File: src/rtl/pll_ctl_pkg.sv
package pll_ctl_pkg;
   localparam int WORD_W = 21;

   typedef enum logic [1:0] {
      ADR_CH2_CTL = 2'b00,
      ADR_CH2_DIV = 2'b01,
      ADR_CH1_CTL = 2'b10,
      ADR_CH1_DIV = 2'b11
   } word_addr_e;

   // field placement inside the 21-bit word
   localparam int POS_MAIN_LO = 12;
   localparam int POS_SWAL_LO = 7;
   localparam int POS_REF_LO  = 2;
   localparam int POS_MODE_LO = 11;
   localparam int POS_TEST    = 16;
   localparam int MAX_MAIN_W  = 9;
   localparam int MAX_SWAL_W  = 5;
   localparam int MAX_REF_W   = 9;
   localparam int MODE_W      = 5;

   typedef struct packed {
      logic [1:0] lock_sel;
      logic       cp_hiz;
      logic       pd_normal;
      logic       power_off;
   } chan_mode_t;

   localparam chan_mode_t MODE_RST = '{lock_sel: 2'b00, cp_hiz: 1'b0,
                                       pd_normal: 1'b0, power_off: 1'b1};
endpackage

File: src/rtl/pll_ser_sync.sv
module pll_ser_sync #(
   parameter int N      = 3,
   parameter int STAGES = 2
) (
   input  logic         clk,
   input  logic         rst_n,
   input  logic [N-1:0] async_i,
   output logic [N-1:0] level_o,
   output logic [N-1:0] rise_o
);
   generate
      if (STAGES < 2) begin : g_bad_stages
         $error("pll_ser_sync: STAGES must be at least 2");
      end
   endgenerate

   logic [N-1:0] prev_q;

   for (genvar b = 0; b < N; b++) begin : g_bit
      logic [STAGES-1:0] chain_q;
      always_ff @(posedge clk or negedge rst_n) begin
         if (!rst_n) chain_q <= '0;
         else        chain_q <= {chain_q[STAGES-2:0], async_i[b]};
      end
      assign level_o[b] = chain_q[STAGES-1];
   end

   always_ff @(posedge clk or negedge rst_n) begin
      if (!rst_n) prev_q <= '0;
      else        prev_q <= level_o;
   end

   assign rise_o = level_o & ~prev_q;
endmodule

File: src/rtl/pll_ser_shift.sv
module pll_ser_shift #(
   parameter int W = pll_ctl_pkg::WORD_W
) (
   input  logic         clk,
   input  logic         rst_n,
   input  logic         shift_stb,
   input  logic         din,
   output logic [W-1:0] word_o
);
   generate
      if (W < 3) begin : g_bad_w
         $error("pll_ser_shift: word too narrow");
      end
   endgenerate

   logic [W-1:0] sr_q;

   always_ff @(posedge clk or negedge rst_n) begin
      if (!rst_n)         sr_q <= '0;
      else if (shift_stb) sr_q <= {sr_q[W-2:0], din};
   end

   assign word_o = sr_q;

   // the newest bit lands at position 0
   a_r1_shift_in: assert property (@(posedge clk) disable iff (!rst_n)
      shift_stb |=> (sr_q[0] == $past(din)));
endmodule

File: src/rtl/pll_hold_regs.sv
module pll_hold_regs
   import pll_ctl_pkg::*;
#(
   parameter int W      = WORD_W,
   parameter int REF_W  = 9,
   parameter int MAIN_W = 9,
   parameter int SWAL_W = 5
) (
   input  logic                       clk,
   input  logic                       rst_n,
   input  logic                       wr_stb,
   input  logic [W-1:0]               word_i,
   output logic [1:0][REF_W-1:0]      ref_o,
   output logic [1:0][MAIN_W-1:0]     main_o,
   output logic [1:0][SWAL_W-1:0]     swal_o,
   output chan_mode_t [1:0]           mode_o,
   output logic                       test_o
);
   generate
      if (REF_W > MAX_REF_W || MAIN_W > MAX_MAIN_W || SWAL_W > MAX_SWAL_W) begin : g_bad_fields
         $error("pll_hold_regs: field width exceeds its slot");
      end
   endgenerate

   word_addr_e adr;
   assign adr = word_addr_e'(word_i[1:0]);

   for (genvar ch = 0; ch < 2; ch++) begin : g_chan
      localparam word_addr_e CTL_ADR = (ch == 0) ? ADR_CH1_CTL : ADR_CH2_CTL;
      localparam word_addr_e DIV_ADR = (ch == 0) ? ADR_CH1_DIV : ADR_CH2_DIV;

      logic ctl_wr, div_wr;
      assign ctl_wr = wr_stb && (adr == CTL_ADR);
      assign div_wr = wr_stb && (adr == DIV_ADR);

      always_ff @(posedge clk or negedge rst_n) begin
         if (!rst_n) begin
            ref_o[ch]  <= '0;
            mode_o[ch] <= MODE_RST;
         end else if (ctl_wr) begin
            ref_o[ch]  <= word_i[POS_REF_LO +: REF_W];
            mode_o[ch] <= chan_mode_t'(word_i[POS_MODE_LO +: MODE_W]);
         end
      end

      always_ff @(posedge clk or negedge rst_n) begin
         if (!rst_n) begin
            main_o[ch] <= '0;
            swal_o[ch] <= '0;
         end else if (div_wr) begin
            main_o[ch] <= word_i[POS_MAIN_LO +: MAIN_W];
            swal_o[ch] <= word_i[POS_SWAL_LO +: SWAL_W];
         end
      end

      // a divide write leaves this channel's control register alone
      a_r12_ctl_kept: assert property (@(posedge clk) disable iff (!rst_n)
         div_wr |=> $stable(mode_o[ch]) && $stable(ref_o[ch]));
   end

   always_ff @(posedge clk or negedge rst_n) begin
      if (!rst_n)                             test_o <= 1'b0;
      else if (wr_stb && adr == ADR_CH2_CTL)  test_o <= word_i[POS_TEST];
   end

   // without a strobe nothing held may move
   a_r2_hold_stable: assert property (@(posedge clk) disable iff (!rst_n)
      !wr_stb |=> $stable(mode_o) && $stable(ref_o) && $stable(main_o)
                  && $stable(swal_o) && $stable(test_o));
endmodule

File: src/rtl/pll_gating.sv
module pll_gating
   import pll_ctl_pkg::*;
(
   input  logic             clk,
   input  logic             rst_n,
   input  chan_mode_t [1:0] mode_i,
   output logic [1:0]       chan_en_o,
   output logic [1:0]       pd_normal_o,
   output logic [1:0]       cp_hiz_o,
   output logic [1:0]       rf_in_en_o,
   output logic [1:0]       ref_cnt_en_o,
   output logic             ref_in_en_o,
   output logic             lock_out_en_o,
   output logic [3:0]       lock_sel_o
);
   logic all_off;
   assign all_off = mode_i[0].power_off && mode_i[1].power_off;

   for (genvar ch = 0; ch < 2; ch++) begin : g_chan
      assign chan_en_o[ch]    = !mode_i[ch].power_off;
      assign rf_in_en_o[ch]   = !mode_i[ch].power_off;
      assign cp_hiz_o[ch]     = mode_i[ch].cp_hiz || mode_i[ch].power_off;
      assign pd_normal_o[ch]  = mode_i[ch].pd_normal;
      assign ref_cnt_en_o[ch] = !all_off;
      assign lock_sel_o[2*ch +: 2] = mode_i[ch].lock_sel;

      // a disabled channel never drives its charge pump
      a_r6_off_hiz: assert property (@(posedge clk) disable iff (!rst_n)
         !chan_en_o[ch] |-> cp_hiz_o[ch]);
      // RF input follows the channel enable
      a_r5_rf_follows: assert property (@(posedge clk) disable iff (!rst_n)
         rf_in_en_o[ch] == chan_en_o[ch]);
   end

   assign ref_in_en_o   = !all_off;
   assign lock_out_en_o = !all_off;

   // shared path is off exactly when no channel is on
   a_r7_shared_off: assert property (@(posedge clk) disable iff (!rst_n)
      (chan_en_o == 2'b00) |-> (!ref_in_en_o && !lock_out_en_o && ref_cnt_en_o == 2'b00));
   a_r7_shared_on: assert property (@(posedge clk) disable iff (!rst_n)
      (chan_en_o != 2'b00) |-> (ref_in_en_o && lock_out_en_o));
endmodule

File: src/rtl/pll_serial_ctl.sv
module pll_serial_ctl
   import pll_ctl_pkg::*;
#(
   parameter int REF_W       = 9,
   parameter int MAIN_W      = 9,
   parameter int SWAL_W      = 5,
   parameter int SYNC_STAGES = 2
) (
   input  logic                   clk,
   input  logic                   rst_n,
   input  logic                   sclk_i,
   input  logic                   sdata_i,
   input  logic                   sle_i,
   output logic [1:0][REF_W-1:0]  ref_div,
   output logic [1:0][MAIN_W-1:0] main_div,
   output logic [1:0][SWAL_W-1:0] swallow,
   output logic [1:0]             chan_en,
   output logic [1:0]             pd_normal,
   output logic [1:0]             cp_hiz,
   output logic [1:0]             rf_in_en,
   output logic [1:0]             ref_cnt_en,
   output logic                   ref_in_en,
   output logic                   lock_out_en,
   output logic [3:0]             lock_sel,
   output logic                   test_mode
);
   localparam int IDX_CLK = 0;
   localparam int IDX_DAT = 1;
   localparam int IDX_LE  = 2;

   logic [2:0]        sync_lvl, sync_rise;
   logic [WORD_W-1:0] word;
   chan_mode_t [1:0]  mode;

   pll_ser_sync #(.N(3), .STAGES(SYNC_STAGES)) u_sync (
      .clk     (clk),
      .rst_n   (rst_n),
      .async_i ({sle_i, sdata_i, sclk_i}),
      .level_o (sync_lvl),
      .rise_o  (sync_rise)
   );

   pll_ser_shift #(.W(WORD_W)) u_shift (
      .clk       (clk),
      .rst_n     (rst_n),
      .shift_stb (sync_rise[IDX_CLK]),
      .din       (sync_lvl[IDX_DAT]),
      .word_o    (word)
   );

   pll_hold_regs #(.W(WORD_W), .REF_W(REF_W), .MAIN_W(MAIN_W), .SWAL_W(SWAL_W)) u_regs (
      .clk    (clk),
      .rst_n  (rst_n),
      .wr_stb (sync_rise[IDX_LE]),
      .word_i (word),
      .ref_o  (ref_div),
      .main_o (main_div),
      .swal_o (swallow),
      .mode_o (mode),
      .test_o (test_mode)
   );

   pll_gating u_gate (
      .clk           (clk),
      .rst_n         (rst_n),
      .mode_i        (mode),
      .chan_en_o     (chan_en),
      .pd_normal_o   (pd_normal),
      .cp_hiz_o      (cp_hiz),
      .rf_in_en_o    (rf_in_en),
      .ref_cnt_en_o  (ref_cnt_en),
      .ref_in_en_o   (ref_in_en),
      .lock_out_en_o (lock_out_en),
      .lock_sel_o    (lock_sel)
   );
endmodule

File: config.mk
export PLATFORM = sky130hd
export DESIGN_NAME = pll_serial_ctl
export DESIGN_NICKNAME = d
export VERILOG_FILES = /design/src/rtl/pll_ctl_pkg.sv /design/src/rtl/pll_ser_sync.sv /design/src/rtl/pll_ser_shift.sv /design/src/rtl/pll_hold_regs.sv /design/src/rtl/pll_gating.sv /design/src/rtl/pll_serial_ctl.sv
export SDC_FILE = /design/constraint.sdc
export NUM_CORES = 1
export LEC_CHECK = 0
export BUFFER_PORTS_ARGS = -buffer_cell sky130_fd_sc_hd__buf_2
export CORE_MARGIN = 1.5
export CORE_UTILIZATION = 35
export CTS_BUF_LIST = sky130_fd_sc_hd__clkbuf_8
export DETAILED_ROUTE_END_ITERATION = 16
export GPL_TIMING_DRIVEN = 0
export HOLD_SLACK_MARGIN = 0.12
export PLACE_DENSITY_LB_ADDON = 0.25
export SYNTH_ARGS = -nofsm -noshare
export SYNTH_HDL_FRONTEND = slang
export SYNTH_SLANG_ARGS = --single-unit
File: constraint.sdc
create_clock -name clk -period 2.45 [get_ports clk]
set_clock_uncertainty 0.2 [all_clocks]
set_input_delay 0.3675 -clock clk [delete_from_list [all_inputs] [get_ports clk]]
set_output_delay 0.3675 -clock clk [all_outputs]
set_load 0.02 [all_outputs]
# After elaboration in Yosys (flattened, before gate mapping)
# Index checks and enable logic that the tools add are counted.
[totals] mem_bits_ro=0 n_memories=0 ff_bits=87 latch_bits=0 ram_bits=0 out_inout_bits=63
[classes] n_lt_le_gt_ge=0 add_sub_neg=0 shift=0 div=0 n_mul=0 bitwise=2 n_reduce_logical=11 n_mux=0 n_eq_ne=3
[ops] operator="logical AND 1 bit" count=5
[ops] operator="== test 2 bit (second input constant)" count=2
[ops] operator="AND 3 bit" count=1
[ops] operator="logical NOT 1 bit" count=3
[ops] operator="inverter 3 bit" count=1
[ops] operator="== test 2 x 1 -> 1 bit (second input constant)" count=1
[ops] operator="logical NOT 2 bit" count=1
[ops] operator="logical OR 1 bit" count=2

# Longest topological paths before layout
[depth] word_depth=3 mapped_depth=4

# Hierarchy
# From an unflattened synthesis, not the netlist that was laid out.
[hier_totals] hier_cells=197 hier_area_um2=3398.3
[modules_own_cells] module="pll_hold_regs" seq_area_each_um2=1428.9 cells_per_inst=122 n_inst=1 area_per_inst_um2=2143.3
[modules_own_cells] module="pll_ser_shift" seq_area_each_um2=525.5 cells_per_inst=44 n_inst=1 area_per_inst_um2=859.6
[modules_own_cells] module="pll_ser_sync" seq_area_each_um2=225.2 cells_per_inst=15 n_inst=1 area_per_inst_um2=289.0
[modules_own_cells] module="pll_gating" seq_area_each_um2=0.0 cells_per_inst=16 n_inst=1 area_per_inst_um2=106.4

# Worst setup path after synthesis
# OpenSTA, ideal clock, no wires.
[synth_timing] path_kind="flip-flop to flip-flop" start="register u_shift.sr_q[0] (netlist: u_shift.word_o[0])" end="register u_regs.mode_o[8] (netlist bit)" stages_incl_launch_ff=4 t_required_ns=2.125 arrival_time_ns=1.372 slack_ns=0.754 period_less_slack_ns=1.696 cell_sequence="dfrtp_1 nor4b_4 buf_4 mux2_2"
[synth_between] elab_chain_len=2
[synth_lines] element="start: declaration" line_no="pll_ser_shift.sv:16" text="logic [W-1:0] sr_q;"
[synth_lines] element="start signal: assignment" line_no="pll_ser_shift.sv:20" text="else if (shift_stb) sr_q <= {sr_q[W-2:0], din};"
[synth_lines] element="logical NOT 2 bit" line_no="pll_hold_regs.sv:33" text="assign ctl_wr = wr_stb && (adr == CTL_ADR);"
[synth_lines] element="logical AND 1 bit" line_no="pll_hold_regs.sv:33"
[synth_lines] element="end signal: indexed assignment" line_no="pll_hold_regs.sv:42" text="mode_o[ch] <= chan_mode_t'(word_i[POS_MODE_LO +: MODE_W]);"
[synth_lines] element="end: declaration" line_no="pll_hold_regs.sv:16" text="output chan_mode_t [1:0] mode_o,"
# Every way passes these cells.
# A chain may end at the register's enable or synchronous reset.

# Worst setup path after layout
[layout_timing] start="register u_shift.sr_q[0] (netlist: u_shift.word_o[0])" end="register u_regs.ref_o[12] (netlist bit)"
[layout_between] elab_chain_len=2
[layout_lines] element="logical NOT 2 bit" line_no="pll_hold_regs.sv:33"
[layout_lines] element="logical AND 1 bit" line_no="pll_hold_regs.sv:33"
[layout_lines] element="end signal: indexed assignment" line_no="pll_hold_regs.sv:41" text="ref_o[ch] <= word_i[POS_REF_LO +: REF_W];"
[layout_lines] element="end: declaration" line_no="pll_hold_regs.sv:13" text="output logic [1:0][REF_W-1:0] ref_o,"
# Every way passes these cells.

==> results.sh <==
export IMPL_fin_crit_ns=1.92
export IMPL_drt_iter0_drc=31
export IMPL_cp_required_ns=2.48
export IMPL_dr_total_vias=1786
export IMPL_die_h_um=101
export IMPL_whs_endpoint="u_sync.g_bit[1].chain_q[1]$_DFF_PN0_"
export IMPL_reg2reg_from="u_shift.word_o[0]$_DFFE_PN0P_"
export IMPL_gp_congestion=0.687
export IMPL_grt_max_degree=45
export IMPL_cts_buffers=9
export IMPL_rrSetupSlack_ns=0.53
export IMPL_worst_setup_path_start_kind="register"
export IMPL_synth_area_mux_share_pct=28.3
export IMPL_area_growth_pct=22.5
export IMPL_synth_nets=198
export IMPL_setup_viol=0
export IMPL_p_total_uw=4460
export IMPL_crit_chain="nor4b_4 > buf_4 > mux2_2"
export IMPL_post_dp_hpwl_um=3910
export IMPL_worstSetupPathType="reg2reg"
export IMPL_root_buffer="clkbuf_8"
export IMPL_rows=35
export IMPL_clk_pin_slew_ns=0.08
export IMPL_dr_pass1_iters=4
export IMPL_fin_setup_tns_ns=0
export IMPL_crit_slowest_cell="nor4b_4"
export IMPL_synthAdderAreaFrac_pct=0
export IMPL_synth_warnings=0
export IMPL_r2r_end="u_regs.ref_o[12]$_DFFE_PN0P_"
export IMPL_antenna_left=0
export IMPL_min_from="u_sync.g_bit[1].chain_q[0]$_DFF_PN0_"
export IMPL_drv_cap=0
export IMPL_power_leakage_uw=0.00211
export IMPL_instances_no_fill=410
export IMPL_grt_pass1_wl_um=9600
export IMPL_grt_usage_pct=12.7
export IMPL_synth_seq_cells=86
export IMPL_dieArea_sq_um=10200
export IMPL_synth_simple_area_share_pct=2.38
export IMPL_hold_buffers=4
export IMPL_finalCoreUtilization_pct=44.4
export IMPL_ctsHtreeMaxLevel=3
export IMPL_synth_top_family_by_area="multiplexers"
export IMPL_syn_area_per_cell_sq_um=17.4
export IMPL_hold_path_cell_count=0
export IMPL_slew_viol_final=0
export IMPL_drive_gt1_share_pct=66.5
export IMPL_slew_headroom_pct=62.2
export IMPL_rsz0062_at_grt="no"
export IMPL_drt_total_wl_um=5930
export IMPL_hp_class="reg2reg"
export IMPL_clockBufferDepth=2
export IMPL_cts_setup_buffers=0
export IMPL_overflow=0
export IMPL_clk_latency_ns=0.34
export IMPL_ctsResizeCount=0
export IMPL_n_antenna_cell=0
export IMPL_drc_errors=0
export IMPL_numClockSinks=86
export IMPL_portBuffers=67
export IMPL_start_util_pct=36.3
export IMPL_core_area_sq_um=9280
export IMPL_critPathArrivalTime_ns=1.95
export IMPL_nets=281
export IMPL_vias_per_cell=4.36
export IMPL_netlist_area_leader_share_pct=62.5
export IMPL_status="finished, final reports clean"
export IMPL_syn_area_sq_um=3370
export IMPL_synth_distinct_cells=15
export IMPL_worst_pin_slew_ns=0.567
export IMPL_wl_per_cell_um=14.5
export IMPL_synthesis_instances=193
export IMPL_r2r_cells=3
export IMPL_synth_compound_area_share_pct=0
export IMPL_synth_area_top_cells="dfrtp_1 62%, mux2_2 19%, mux2_4 8.9%"
export IMPL_die_w_um=101
export IMPL_tritoncts="built"
export IMPL_hold_viol=0
export IMPL_max_freq_ghz=0.521
export IMPL_fin_area_sq_um=4120
export IMPL_io_pins=68
export IMPL_power_density_nw_per_um2=1080
export IMPL_ys_seq_area_share_pct=64.0
export IMPL_synthXorXnorAreaFrac_pct=0
export IMPL_place_inst=390
export IMPL_placed_cell_area_sq_um=3890
export IMPL_synth_top_area_cell="dfrtp_1"
export IMPL_critPathMaxFanout=10
export IMPL_crit_path_end_kind="register"
export IMPL_max_stage_delay_ns=0.50
export IMPL_fin_crit_sh_pct=78.3
export IMPL_peakVddDrop_uv=437
export IMPL_grt_pass1_vias=1828
export IMPL_antenna_found_initial=0
==> critical path, delay by kind of cell (launching register included) <==
kind | cells | cell delay (ns)
buf+inv | 1 | 0.30
flops | 1 | 0.45
mux | 1 | 0.35
simple gates | 1 | 0.50
==> routing by layer <==
metal / vias to the layer above / wire length [um] / track usage, %
met3: 9 / 252 / 3.47
met5: - / 0 / 0
met2: 47 / 2700 / 18.6
met4: 0 / 110 / 6.09
met1: 902 / 2860 / 17.5
li1: 828 / - / -
==> how the worst max path moves through the flow <==
| stage | startpoint | end | slack [ns] | cells past startpoint |
|---|---|---|---|---|
| finish | u_shift.word_o[0]$_DFFE_PN0P_ | u_regs.ref_o[12]$_DFFE_PN0P_ | 0.53 | 3 |
| floorplan | u_shift.word_o[0]$_DFFE_PN0P_ | u_regs.mode_o[8]$_DFFE_PN0P_ | 0.75 | 3 |
| global placement | rst_n | u_regs.main_o[14]$_DFFE_PN0P_ | 0.07 | 1 |
| CTS | u_shift.word_o[0]$_DFFE_PN0P_ | u_regs.ref_o[10]$_DFFE_PN0P_ | 0.47 | 3 |
| detailed placement | u_shift.word_o[0]$_DFFE_PN0P_ | u_regs.ref_o[12]$_DFFE_PN0P_ | 0.49 | 3 |
| global route | u_shift.word_o[0]$_DFFE_PN0P_ | u_regs.ref_o[16]$_DFFE_PN0P_ | 0.41 | 3 |
==> cells by family (layout without fill, tap and decap cells) <==
group                  count (synthesis)  count (layout)
flip-flops                            86              86
multiplexers                          78              78
buffers and inverters                 21             109
AND/OR/NAND/NOR                        8               8
==> final cells by class <==
class / instances / area (sq um)
Inverter: 2 / 7.51
Tap cell: 129 / 161
Fill cell: 875 / 5160
Clock buffer: 9 / 124
Multi-Input combinational cell: 86 / 1030
Timing Repair Buffer: 72 / 405
Clock inverter: 7 / 66.3
Sequential cell: 86 / 2150
Buffer: 19 / 170
==> cell usage after synthesis <==
| cell | number |
|---|---|
| nor2b_1 | 1 |
| nand4b_1 | 1 |
| and4bb_2 | 2 |
| buf_2 | 2 |
| inv_1 | 2 |
| mux2_4 | 20 |
| or2_2 | 2 |
| dfrtp_1 | 84 |
| dfstp_2 | 2 |
| nor4b_4 | 1 |
| buf_6 | 2 |
| buf_12 | 2 |
| mux2_2 | 58 |
| buf_4 | 13 |
| nand2_1 | 1 |
==> flip-flops by register name (all words and copies together) (netlist names) <==
signal / cells
u_shift.word_o: 21
u_sync.prev_q: 2
u_regs.main_o: 18
u_regs.ref_o: 18
u_regs.test_o: 1
u_sync.g_bit.chain_q: 6
u_regs.swal_o: 10
u_regs.mode_o: 10
==> through the flow <==
stage	hold WS (ns)	setup WS [ns]
final	0.153	0.532
after global routing	0.161	0.414
after CTS	0.156	0.475
after detailed placement	0.135	0.487
after global placement	0.134	0.0675
after floorplan	-0.128	0.754
==> power breakdown <==
part,total (uW),internal [uW],leakage (uW),switching [uW]
Combinational,1370,683,0.000896,687
Sequential,2140,1830,0.00112,310
Clock,950,464,0.0000924,486
==> placed cells by master, fill, tap and decap left out, types with 2 or more instances in the layout <==
| cell type | count |
|---|---|
| dlygate4sd3_1 | 4 |
| mux2_2 | 58 |
| and4bb_2 | 2 |
| inv_1 | 3 |
| buf_2 | 68 |
| clkinvlp_4 | 3 |
| dfrtp_1 | 84 |
| dfstp_2 | 2 |
| or2_2 | 2 |
| buf_12 | 2 |
| buf_4 | 14 |
| mux2_4 | 20 |
| buf_6 | 2 |
| clkbuf_8 | 9 |
| clkinv_2 | 2 |
Power figures use the tool's default switching activity.
